File: src/rtl/trap_seq_pkg.sv
package trap_seq_pkg;

   typedef enum logic [3:0] {
      ST_RST_PC,
      ST_RST_SP,
      ST_RST_SR,
      ST_IDLE,
      ST_ACK,
      ST_PUSH_SR,
      ST_PUSH_PC,
      ST_SET_SR,
      ST_VEC,
      ST_PAD,
      ST_DONE
   } seq_state_e;

   // number of states from ACK through VEC plus one pad and the done cycle
   localparam int unsigned MIN_ENTRY_CYCLES = 7;

endpackage

File: src/rtl/irq_level_gate.sv
module irq_level_gate #(
   parameter int unsigned LVL_W = 4
) (
   input  logic             clk,
   input  logic             rst_n,
   input  logic [LVL_W-1:0] irq_level,
   input  logic [LVL_W-1:0] mask,
   input  logic             idle,
   input  logic             at_boundary,
   input  logic             in_delay_slot,
   output logic             take,
   output logic [LVL_W-1:0] take_level
);

   logic [LVL_W-1:0] pend_q;

   // level is retested every eligible cycle; cleared once taken
   always_ff @(posedge clk) begin
      if (!rst_n)    pend_q <= '0;
      else if (take) pend_q <= '0;
      else           pend_q <= irq_level;
   end

   assign take       = idle && at_boundary && !in_delay_slot && (pend_q > mask);
   assign take_level = pend_q;

endmodule

File: src/rtl/trap_addr_gen.sv
module trap_addr_gen #(
   parameter int unsigned DATA_W    = 32,
   parameter int unsigned LVL_W     = 4,
   parameter int unsigned VEC_BASE  = 64,
   parameter int unsigned VEC_SHIFT = 1
) (
   input  logic [DATA_W-1:0] vbr,
   input  logic [DATA_W-1:0] sp,
   input  logic [LVL_W-1:0]  level,
   output logic [DATA_W-1:0] push_sr_addr,
   output logic [DATA_W-1:0] push_pc_addr,
   output logic [DATA_W-1:0] vec_addr
);

   localparam int unsigned WORD_BYTES = DATA_W / 8;
   localparam int unsigned WORD_SH    = $clog2(WORD_BYTES);

   logic [LVL_W-1:0]  vec_idx;
   logic [DATA_W-1:0] vec_num;

   generate
      if (VEC_SHIFT == 0) begin : g_vec_direct
         assign vec_idx = level;
      end else begin : g_vec_shifted
         assign vec_idx = level >> VEC_SHIFT;
      end
   endgenerate

   assign vec_num      = DATA_W'(VEC_BASE) + DATA_W'(vec_idx);
   assign vec_addr     = vbr + (vec_num << WORD_SH);
   assign push_sr_addr = sp - DATA_W'(WORD_BYTES);
   assign push_pc_addr = sp - DATA_W'(2 * WORD_BYTES);

endmodule

File: src/rtl/trap_seq_fsm.sv
module trap_seq_fsm
   import trap_seq_pkg::*;
#(
   parameter int unsigned DATA_W       = 32,
   parameter int unsigned LVL_W        = 4,
   parameter int unsigned MASK_LSB     = 4,
   parameter int unsigned ENTRY_CYCLES = 13,
   parameter int unsigned RST_PC_ADDR  = 0,
   parameter int unsigned RST_SP_ADDR  = 4,
   parameter int unsigned CNT_W        = 4
) (
   input  logic              clk,
   input  logic              rst_n,
   input  logic              take,
   input  logic [LVL_W-1:0]  take_level,
   input  logic [DATA_W-1:0] sr_in,
   input  logic [DATA_W-1:0] pc_in,
   input  logic [DATA_W-1:0] sp_in,
   input  logic [DATA_W-1:0] vbr_in,
   input  logic [DATA_W-1:0] push_sr_addr,
   input  logic [DATA_W-1:0] push_pc_addr,
   input  logic [DATA_W-1:0] vec_addr,
   input  logic              mem_ready,
   input  logic [DATA_W-1:0] mem_rdata,
   output logic [LVL_W-1:0]  lvl_q,
   output logic [DATA_W-1:0] sp_q,
   output logic [DATA_W-1:0] vbr_q,
   output logic              idle,
   output logic              irq_ack,
   output logic              sr_we,
   output logic [DATA_W-1:0] sr_wdata,
   output logic              pc_we,
   output logic [DATA_W-1:0] pc_wdata,
   output logic              sp_we,
   output logic [DATA_W-1:0] sp_wdata,
   output logic              mem_req,
   output logic              mem_we,
   output logic [DATA_W-1:0] mem_addr,
   output logic [DATA_W-1:0] mem_wdata,
   output logic              busy,
   output logic              done
);

   localparam logic [DATA_W-1:0] MASK_BITS =
      {{(DATA_W-LVL_W){1'b0}}, {LVL_W{1'b1}}} << MASK_LSB;
   localparam logic [CNT_W-1:0]  CNT_LAST  = CNT_W'(ENTRY_CYCLES - 1);

   seq_state_e        state, state_n;
   logic [CNT_W-1:0]  cnt;
   logic [DATA_W-1:0] sr_q, pc_q, sr_new;
   logic              xfer;

   always_ff @(posedge clk) begin
      if (!rst_n) begin
         state <= ST_RST_PC;
         cnt   <= '0;
         lvl_q <= '0;
         sr_q  <= '0;
         pc_q  <= '0;
         sp_q  <= '0;
         vbr_q <= '0;
      end else begin
         state <= state_n;
         if (take) begin
            cnt   <= CNT_W'(1);
            lvl_q <= take_level;
            sr_q  <= sr_in;
            pc_q  <= pc_in;
            sp_q  <= sp_in;
            vbr_q <= vbr_in;
         end else if (state != ST_IDLE && cnt < CNT_LAST) begin
            cnt <= cnt + 1'b1;
         end
      end
   end

   assign xfer = mem_req && mem_ready;

   always_comb begin
      state_n = state;
      case (state)
         ST_RST_PC:  if (xfer) state_n = ST_RST_SP;
         ST_RST_SP:  if (xfer) state_n = ST_RST_SR;
         ST_RST_SR:  state_n = ST_DONE;
         ST_IDLE:    if (take) state_n = ST_ACK;
         ST_ACK:     state_n = ST_PUSH_SR;
         ST_PUSH_SR: if (xfer) state_n = ST_PUSH_PC;
         ST_PUSH_PC: if (xfer) state_n = ST_SET_SR;
         ST_SET_SR:  state_n = ST_VEC;
         ST_VEC:     if (xfer) state_n = ST_PAD;
         ST_PAD:     if (cnt >= CNT_LAST) state_n = ST_DONE;
         ST_DONE:    state_n = ST_IDLE;
         default:    state_n = ST_IDLE;
      endcase
   end

   always_comb begin
      mem_addr  = '0;
      mem_wdata = '0;
      case (state)
         ST_RST_PC:  mem_addr = DATA_W'(RST_PC_ADDR);
         ST_RST_SP:  mem_addr = DATA_W'(RST_SP_ADDR);
         ST_PUSH_SR: begin mem_addr = push_sr_addr; mem_wdata = sr_q; end
         ST_PUSH_PC: begin mem_addr = push_pc_addr; mem_wdata = pc_q; end
         ST_VEC:     mem_addr = vec_addr;
         default:    ;
      endcase
   end

   assign mem_req = (state == ST_RST_PC) || (state == ST_RST_SP) ||
                    (state == ST_PUSH_SR) || (state == ST_PUSH_PC) ||
                    (state == ST_VEC);
   assign mem_we  = (state == ST_PUSH_SR) || (state == ST_PUSH_PC);

   assign sr_new   = (sr_q & ~MASK_BITS) |
                     ({{(DATA_W-LVL_W){1'b0}}, lvl_q} << MASK_LSB);
   assign sr_we    = (state == ST_RST_SR) || (state == ST_SET_SR);
   assign sr_wdata = (state == ST_RST_SR) ? MASK_BITS : sr_new;

   assign pc_we    = xfer && ((state == ST_RST_PC) || (state == ST_VEC));
   assign pc_wdata = mem_rdata;

   assign sp_we    = xfer && ((state == ST_RST_SP) || mem_we);
   assign sp_wdata = (state == ST_RST_SP) ? mem_rdata : mem_addr;

   assign idle    = (state == ST_IDLE);
   assign busy    = !idle;
   assign irq_ack = (state == ST_ACK);
   assign done    = (state == ST_DONE);

endmodule

File: src/rtl/trap_entry_seq.sv
module trap_entry_seq
   import trap_seq_pkg::*;
#(
   parameter int unsigned DATA_W       = 32,
   parameter int unsigned LVL_W        = 4,
   parameter int unsigned MASK_LSB     = 4,
   parameter int unsigned VEC_BASE     = 64,
   parameter int unsigned VEC_SHIFT    = 1,
   parameter int unsigned ENTRY_CYCLES = 13,
   parameter int unsigned RST_PC_ADDR  = 0,
   parameter int unsigned RST_SP_ADDR  = 4
) (
   input  logic              clk,
   input  logic              rst_n,
   input  logic [LVL_W-1:0]  irq_level,
   output logic              irq_ack,
   output logic [LVL_W-1:0]  irq_ack_level,
   input  logic              at_boundary,
   input  logic              in_delay_slot,
   input  logic [DATA_W-1:0] sr_in,
   input  logic [DATA_W-1:0] pc_in,
   input  logic [DATA_W-1:0] sp_in,
   input  logic [DATA_W-1:0] vbr_in,
   output logic              sr_we,
   output logic [DATA_W-1:0] sr_wdata,
   output logic              pc_we,
   output logic [DATA_W-1:0] pc_wdata,
   output logic              sp_we,
   output logic [DATA_W-1:0] sp_wdata,
   output logic              mem_req,
   output logic              mem_we,
   output logic [DATA_W-1:0] mem_addr,
   output logic [DATA_W-1:0] mem_wdata,
   input  logic              mem_ready,
   input  logic [DATA_W-1:0] mem_rdata,
   output logic              busy,
   output logic              done
);

   localparam int unsigned CNT_W = $clog2(ENTRY_CYCLES + 1);

   generate
      if (DATA_W < 16 || (DATA_W % 8) != 0 || (DATA_W & (DATA_W - 1)) != 0) begin : g_bad_width
         $error("DATA_W must be a power of two of at least 16");
      end
      if (MASK_LSB + LVL_W > DATA_W) begin : g_bad_mask
         $error("mask field does not fit in the status word");
      end
      if (ENTRY_CYCLES < MIN_ENTRY_CYCLES) begin : g_bad_budget
         $error("ENTRY_CYCLES is below the shortest possible sequence");
      end
      if (VEC_SHIFT >= LVL_W) begin : g_bad_shift
         $error("VEC_SHIFT discards the whole level");
      end
   endgenerate

   logic              take, idle;
   logic [LVL_W-1:0]  take_level, lvl_q;
   logic [DATA_W-1:0] sp_q, vbr_q;
   logic [DATA_W-1:0] push_sr_addr, push_pc_addr, vec_addr;

   irq_level_gate #(.LVL_W(LVL_W)) u_gate (
      .clk           (clk),
      .rst_n         (rst_n),
      .irq_level     (irq_level),
      .mask          (sr_in[MASK_LSB +: LVL_W]),
      .idle          (idle),
      .at_boundary   (at_boundary),
      .in_delay_slot (in_delay_slot),
      .take          (take),
      .take_level    (take_level)
   );

   trap_addr_gen #(
      .DATA_W    (DATA_W),
      .LVL_W     (LVL_W),
      .VEC_BASE  (VEC_BASE),
      .VEC_SHIFT (VEC_SHIFT)
   ) u_addr (
      .vbr          (vbr_q),
      .sp           (sp_q),
      .level        (lvl_q),
      .push_sr_addr (push_sr_addr),
      .push_pc_addr (push_pc_addr),
      .vec_addr     (vec_addr)
   );

   trap_seq_fsm #(
      .DATA_W       (DATA_W),
      .LVL_W        (LVL_W),
      .MASK_LSB     (MASK_LSB),
      .ENTRY_CYCLES (ENTRY_CYCLES),
      .RST_PC_ADDR  (RST_PC_ADDR),
      .RST_SP_ADDR  (RST_SP_ADDR),
      .CNT_W        (CNT_W)
   ) u_fsm (
      .clk          (clk),
      .rst_n        (rst_n),
      .take         (take),
      .take_level   (take_level),
      .sr_in        (sr_in),
      .pc_in        (pc_in),
      .sp_in        (sp_in),
      .vbr_in       (vbr_in),
      .push_sr_addr (push_sr_addr),
      .push_pc_addr (push_pc_addr),
      .vec_addr     (vec_addr),
      .mem_ready    (mem_ready),
      .mem_rdata    (mem_rdata),
      .lvl_q        (lvl_q),
      .sp_q         (sp_q),
      .vbr_q        (vbr_q),
      .idle         (idle),
      .irq_ack      (irq_ack),
      .sr_we        (sr_we),
      .sr_wdata     (sr_wdata),
      .pc_we        (pc_we),
      .pc_wdata     (pc_wdata),
      .sp_we        (sp_we),
      .sp_wdata     (sp_wdata),
      .mem_req      (mem_req),
      .mem_we       (mem_we),
      .mem_addr     (mem_addr),
      .mem_wdata    (mem_wdata),
      .busy         (busy),
      .done         (done)
   );

   assign irq_ack_level = lvl_q;

endmodule

File: config.mk
export PLATFORM = sky130hd
export DESIGN_NAME = trap_entry_seq
export DESIGN_NICKNAME = d
export VERILOG_FILES = /design/src/rtl/trap_seq_pkg.sv /design/src/rtl/irq_level_gate.sv /design/src/rtl/trap_addr_gen.sv /design/src/rtl/trap_seq_fsm.sv /design/src/rtl/trap_entry_seq.sv
export SDC_FILE = /design/constraint.sdc
export NUM_CORES = 1
export LEC_CHECK = 0
export BUFFER_PORTS_ARGS = -buffer_cell sky130_fd_sc_hd__buf_2
export CORE_ASPECT_RATIO = 2
export CORE_UTILIZATION = 30
export CTS_BUF_LIST = sky130_fd_sc_hd__clkbuf_16
export DETAILED_ROUTE_END_ITERATION = 7
export SYNTH_ARGS = -nofsm -noshare
export SYNTH_HDL_FRONTEND = slang
export SYNTH_SLANG_ARGS = --single-unit
File: constraint.sdc
create_clock -name clk -period 3.15 [get_ports clk]
set_input_delay 0.7875 -clock clk [delete_from_list [all_inputs] [get_ports clk]]
set_output_delay 0.7875 -clock clk [all_outputs]
set_load 0.02 [all_outputs]
# --- Word level (Yosys, flattened, before mapping) ---
# Cells that the tools add are included.
word_totals:
  register_bits: 144
  inputBits: 169
  out_inout_bits: 172
  elab_cells: 72
op_classes:
  add_sub_neg: 5
  order_cmp: 3
  eq_ne: 18
  muxes: 14
  n_bitwise: 2
  n_reduce_logical: 21
op_table:
  columns: ["cell", "count"]
  rows:
  - ["case mux 32 bit (4 select lines)", 1]
  - ["two-way mux 32 bit", 2]
  - ["case mux 32 bit (2 select lines)", 1]
  - ["case mux 4 bit (10 select lines)", 1]
  - ["adder 32 bit", 1]
  - ["OR 32 x 8 -> 32 bit", 1]
  - ["subtractor 32 x 3 -> 32 bit (second input constant)", 1]
  - ["subtractor 32 x 4 -> 32 bit (second input constant)", 1]
  - ["two-way mux 4 bit", 7]
  - ["equality test 4 x 3 -> 1 bit (second input constant)", 4]
  - ["equality test 4 bit (second input constant)", 3]
  - ["inequality test 2 x 1 -> 1 bit (second input constant)", 6]
  - ["adder 7 x 3 -> 8 bit (first input constant)", 1]
  - ["equality test 4 x 2 -> 1 bit (second input constant)", 2]
  - ["logical OR 1 bit", 8]
  - ["logical AND 1 bit", 7]
  - ["AND reduction 7 bit", 1]
  - ["adder 4 x 1 -> 4 bit (second input constant)", 1]
  - ["equality test 4 x 1 -> 1 bit (second input constant)", 1]
  - [">= comparator 4 bit (second input constant)", 1]
  - ["> comparator 4 bit", 1]
  - ["zero test 4 bit", 1]
  - ["less-than comparator 4 bit (second input constant)", 1]
  - ["inequality test 4 x 2 -> 1 bit (second input constant)", 1]
  - ["6 further kinds", 8]

# --- Depth between registers and ports, before layout ---
logic_depth:
  depth_word: 8
  mapped_depth: 10
  mapped_depth_nobuf: 7

# --- By module ---
# From an unflattened synthesis, not the netlist that was laid out.
unflattened:
  hier_cells: 1098
  hier_area_um2: 9350.2
modules_own_cells:
  columns: ["mod", "instances", "cells_per_inst", "area_each_um2", "seq_area_each_um2"]
  rows:
  - ["trap_seq_fsm", 1, 817, 7312.0, 2802.7]
  - ["trap_addr_gen", 1, 249, 1765.4, 0.0]
  - ["irq_level_gate", 1, 32, 272.8, 80.1]

# --- Worst setup path before layout ---
# No wires, ideal clock.
synth_path:
  path_type: "register to output"
  start: "register u_fsm.lvl_q[1]"
  end: "output sp_wdata[20]"
  arrival_time_ns: 2.412
  required_ns: 2.362
  path_slack_ns: -0.049
  path_stages_with_launch: 9
  path_buffers: 1
  cell_sequence: "dfxtp_1 ha_1 fa_1 a211oi_1 nor4_1 clkbuf_1 a31oi_1 a41oi_1 a31oi_1"
synth_via:
  elab_chain_cells: 4
synth_lines:
  columns: ["element", "line_no", "text"]
  rows:
  - ["start: declaration", "trap_seq_fsm.sv:25", "output logic [LVL_W-1:0] lvl_q,"]
  - ["start signal: assignment", "trap_seq_fsm.sv:66", "lvl_q <= take_level;"]
  - ["adder 7 x 3 -> 8 bit", "trap_addr_gen.sv:29", "assign vec_num = DATA_W'(VEC_BASE) + DATA_W'(vec_idx);"]
  - ["adder 32 bit", "trap_addr_gen.sv:30", "assign vec_addr = vbr + (vec_num << WORD_SH);"]
  - ["case mux 32 bit (4 select lines)", "trap_seq_fsm.sv:100", "case (state)"]
  - ["two-way mux 32 bit", "trap_seq_fsm.sv:124", "assign sp_wdata = (state == ST_RST_SP) ? mem_rdata : mem_addr;"]
  - ["end: declaration", "trap_entry_seq.sv:29", "output logic [DATA_W-1:0] sp_wdata,"]
# Every way passes these cells.

# --- Worst setup path after layout ---
layout_path:
  start: "register u_fsm.lvl_q[1]"
  end: "output sp_wdata[12]"
# The elaborated chain is that of the path after synthesis.

==> summary.txt <==
Status
  • Run status: finished with violations
  • Violated checks: setup timing

Logic synthesis
  • Post-Synthesis Mean Instance Area: 7.49 um2
  • Most area-consuming cells after synthesis: sky130_fd_sc_hd__dfxtp_1 32%, sky130_fd_sc_hd__nand2_1 13%, sky130_fd_sc_hd__a21boi_0 10%, sky130_fd_sc_hd__a22o_1 3.4%, sky130_fd_sc_hd__buf_4 3.0%
  • Number of flip-flops and latches in the synthesized netlist: 144
  • Total standard cell area after synthesis: 8960 um2
  • Yosys warnings: 0
  • Leading register cell type out of synthesis: sky130_fd_sc_hd__dfxtp_1
  • Synthesized netlist cell count: 1196
  • Synth top area share: 32.2%
  • EDFF count, synth: 0
  • Post-synth net total: 1377
  • Biggest area consumer among synthesized cells: sky130_fd_sc_hd__dfxtp_1
  • Fraction of synthesis flops using an asynchronous set or reset pin: 0%
  • Count of distinct cell types in the synthesized netlist: 71
  • Share of synthesized area occupied by flip-flops and latches: 32.2%

Timing
  • Setup repair after global routing missed its margin: true
  • Final-report max-slew violation count: 0
  • Fmax achieved: 291 MHz
  • Final Hold Fails: 0
  • Min cycle time layout: 3440 ps
  • Post-route clock skew: 8.85 ps
  • Transition time of the tightest slew-check pin: 658 ps
  • Number of setup violations in the final report: 43
  • Final worst-path setup slack: -288 ps
  • Max_slew headroom: 56.1%
  • Fraction of the cycle the final worst path needs: 109%
  • Final hold slack: 463 ps

Critical path
  • Sequence of cells on the critical path: ha_4 > fa_2 > a211oi_2 > buf_6 > buf_6 > or4_4 > a21oi_2 > a311o_1 > a21o_1 > buf_6
  • Endpoint type of the worst setup path: output port
  • Data required time of the critical path: 2360 ps
  • Startpoint class of the critical path: flip-flop
  • Cell type of the slowest stage on the worst timing path: sky130_fd_sc_hd__fa_2
  • Max Fanout on Critical Path: 4
  • Critical Path AT: 2650 ps
  • Crit-path most repeated cell: sky130_fd_sc_hd__buf_6
  • Type of the worst setup path: flip-flop to output port
  • Worst path max stage delay: 400 ps

Floorplanning
  • Die X: 124 um
  • Ports placed on the boundary: 341
  • Core area: 29400 um2
  • Area enclosed by the die boundary: 30600 um2
  • Die height: 246 um
  • Row count: 89
  • Effective utilization at floorplan: 30.5%

GRT
  • Largest net degree at the start of global routing: 71
  • Global-route wire length before repair: 54.4 mm
  • Antenna violations before repair: 13
  • Total global-route track usage: 23.8%
  • Via count of the first global-routing pass: 10.2k
  • GRT Residual Overflow: 0

Clock tree
  • Clk sinks: 144
  • TritonCTS buffer count: 17
  • Maximum clock insertion buffer count: 2
  • Master cell of the clock root buffer: sky130_fd_sc_hd__clkbuf_16
  • TritonCTS clock tree: built
  • Count of H-tree levels built during CTS: 4
  • CTS Hold Bufs: 0
  • Clk pin slew, worst setup/hold paths: 60 ps
  • Clock insertion delay at the later pin of the skew report: 440 ps

Hold path
  • Type of the most critical hold path: flip-flop to flip-flop

Pwr
  • Share of total power in combinational logic: 24.8%
  • Part of the power in registers: 36.6%
  • Power per unit of standard cell area: 379 nW/um2
  • Clk pwr share: 38.6%
  • Psw: 1.61 mW
  • Internal power summed over all cells: 3.55 mW
  • Static leakage: 5.90 nW
  • Fraction of power spent switching nets: 31.2%
  • IR Drop Worst-Case VDD: 0.000447 V
  • Post-layout power: 5.15 mW

Drt
  • Routed length per instance: 18.8 um
  • Pre-Repair DR Iteration Count: 5
  • Number of DRC markers after the initial detailed-route iteration: 418
  • Count of nets left with antenna violations after detail routing: 0
  • Via Count: 10.3k
  • Mean number of vias per cell: 5.23
  • Final wirelength: 36.9 mm
  • Detailed-route DRC error count: 0

Placed design
  • Routability cong.: 0.913
  • Worst slack at placement: 10.8 ps
  • Detailed placement HPWL: 27.8 mm
  • Number of placed instances, taps included: 1875
  • Port Buf Inserts: 340

Final layout
  • Area delta synth->final: 51.9%
  • Post-route non-filler standard cell count: 1959
  • Footprint of the multi-input gates: 6330 um2
  • Layout net count: 1759
  • Fill cell count: 2939
  • FF+latch area: 2940 um2
  • Proportion of layout cells with a drive suffix above 1: 43.2%

Job
  • Number of maximum-capacitance constraint violations: 0
[power by group through the flow]
stage	logic, mW	clock network, mW	registers [mW]
after global placement	1.13	0	1.93
after floorplan	0.690	0	1.90
after global routing	1.37	2.12	1.89
final	1.28	1.99	1.88
after CTS	1.24	2.04	1.89
after detailed placement	1.14	0	1.93
[worst paths after layout]
kind | start | endpoint | slack, ps | cells after the start
min | u_fsm.pc_q[18] | u_fsm.pc_q[18] | 460 | 2
max | u_fsm.lvl_q[1] | sp_wdata[12] | -290 | 10
min reg2reg | u_fsm.pc_q[18] | u_fsm.pc_q[18] | 460 | 2
max reg2reg | u_fsm.state[2] | u_fsm.vbr_q[29] | 810 | 8
[flip-flops by register name (all words and copies together) (netlist names)]
signal,count
u_fsm.sr_q,32
u_fsm.vbr_q,32
u_fsm.pc_q,32
u_fsm.lvl_q,4
u_gate.take_level,4
u_fsm.state,4
u_fsm.cnt,4
u_fsm.sp_q,32
[cell families after synthesis]
group,synth area share (%)
simple gates,28.6
compound gates,26.9
flops,32.2
buf+inv,7.73
xor+xnor,2.15
fa+ha+maj,1.76
mux,0.685
[cell usage after synthesis, types with 13 or more instances]
| cell type | instances |
|---|---|
| sky130_fd_sc_hd__nor3_1 | 20 |
| sky130_fd_sc_hd__clkbuf_1 | 69 |
| sky130_fd_sc_hd__nand3_1 | 24 |
| sky130_fd_sc_hd__nor2_1 | 56 |
| sky130_fd_sc_hd__buf_4 | 36 |
| sky130_fd_sc_hd__a22o_1 | 35 |
| sky130_fd_sc_hd__o21ai_0 | 13 |
| sky130_fd_sc_hd__nor2b_1 | 35 |
| sky130_fd_sc_hd__a21oi_1 | 29 |
| sky130_fd_sc_hd__a31oi_1 | 18 |
| sky130_fd_sc_hd__nand2_1 | 313 |
| sky130_fd_sc_hd__buf_2 | 16 |
| sky130_fd_sc_hd__nor4_1 | 19 |
| sky130_fd_sc_hd__a21boi_1 | 13 |
| sky130_fd_sc_hd__dfxtp_1 | 144 |
| sky130_fd_sc_hd__inv_1 | 13 |
| sky130_fd_sc_hd__a21boi_0 | 122 |
[cell usage in the layout (no fill, tap or decap), types with 8 or more instances in the layout]
cell and n:
sky130_fd_sc_hd__a21boi_0 122, sky130_fd_sc_hd__a21boi_1 13, sky130_fd_sc_hd__a21o_1 11, sky130_fd_sc_hd__a21oi_1 23, sky130_fd_sc_hd__a22o_1 35, sky130_fd_sc_hd__a41oi_2 8
sky130_fd_sc_hd__and3_1 10, sky130_fd_sc_hd__buf_12 11, sky130_fd_sc_hd__buf_2 295, sky130_fd_sc_hd__buf_4 144, sky130_fd_sc_hd__buf_6 38, sky130_fd_sc_hd__clkbuf_16 17
sky130_fd_sc_hd__dfxtp_1 118, sky130_fd_sc_hd__dfxtp_2 18, sky130_fd_sc_hd__dfxtp_4 8, sky130_fd_sc_hd__inv_1 12, sky130_fd_sc_hd__nand2_1 310, sky130_fd_sc_hd__nand3_1 15
sky130_fd_sc_hd__nand4_1 12, sky130_fd_sc_hd__nor2_1 53, sky130_fd_sc_hd__nor2b_1 33, sky130_fd_sc_hd__nor3_1 12, sky130_fd_sc_hd__nor4_4 12, sky130_fd_sc_hd__o211ai_1 10
sky130_fd_sc_hd__o21ai_2 8, sky130_fd_sc_hd__xnor2_1 11, sky130_fd_sc_hd__xor2_1 8
[routing by layer]
layer	vias to the layer above	track usage [%]	wire length (um)
li1	4955	-	-
met1	4848	20.9	11900
met2	313	46.0	20800
met3	121	5.72	1740
met4	18	15.1	2320
met5	-	0	120
[worst max-delay path: cells and delay by family, from the launching register on]
| kind | cells | cell delay [ps] |
|---|---|---|
| AOI/OAI and AO/OA | 4 | 780 |
| adders and majority gates | 2 | 560 |
| buffers and inverters | 3 | 430 |
| DFF | 1 | 340 |
| and+or+nand+nor | 1 | 110 |
[repair_timing]
action                     in CTS  in global routing
setup buffers                  32                 19
pin swaps                      50                 47
gates resized for setup       182                107
gates cloned                    3                  0
setup endpoints to repair      60                 57
[stage by stage]
step | setup TNS, ps | util [%] | instance area, um2
after floorplan | 0 | - | 8970
after global placement | 0 | 38.9 | 11400
after detailed placement | 0 | 38.9 | 11400
after CTS | -6820 | 44.3 | 13000
after global routing | -10210 | 46.3 | 13600
final | -6090 | 46.3 | 13600
[area by class of cell]
type	count	share of cell area, %
diodes	4	0.0736
multi-input cells	911	46.6
flip-flops and latches	144	21.6
well taps	364	3.35
repair buffers	491	23.9
clock buffers	17	3.13
clock inverters	15	1.05
inverters	13	0.359
Note: power is estimated with default switching activity, not from simulation.
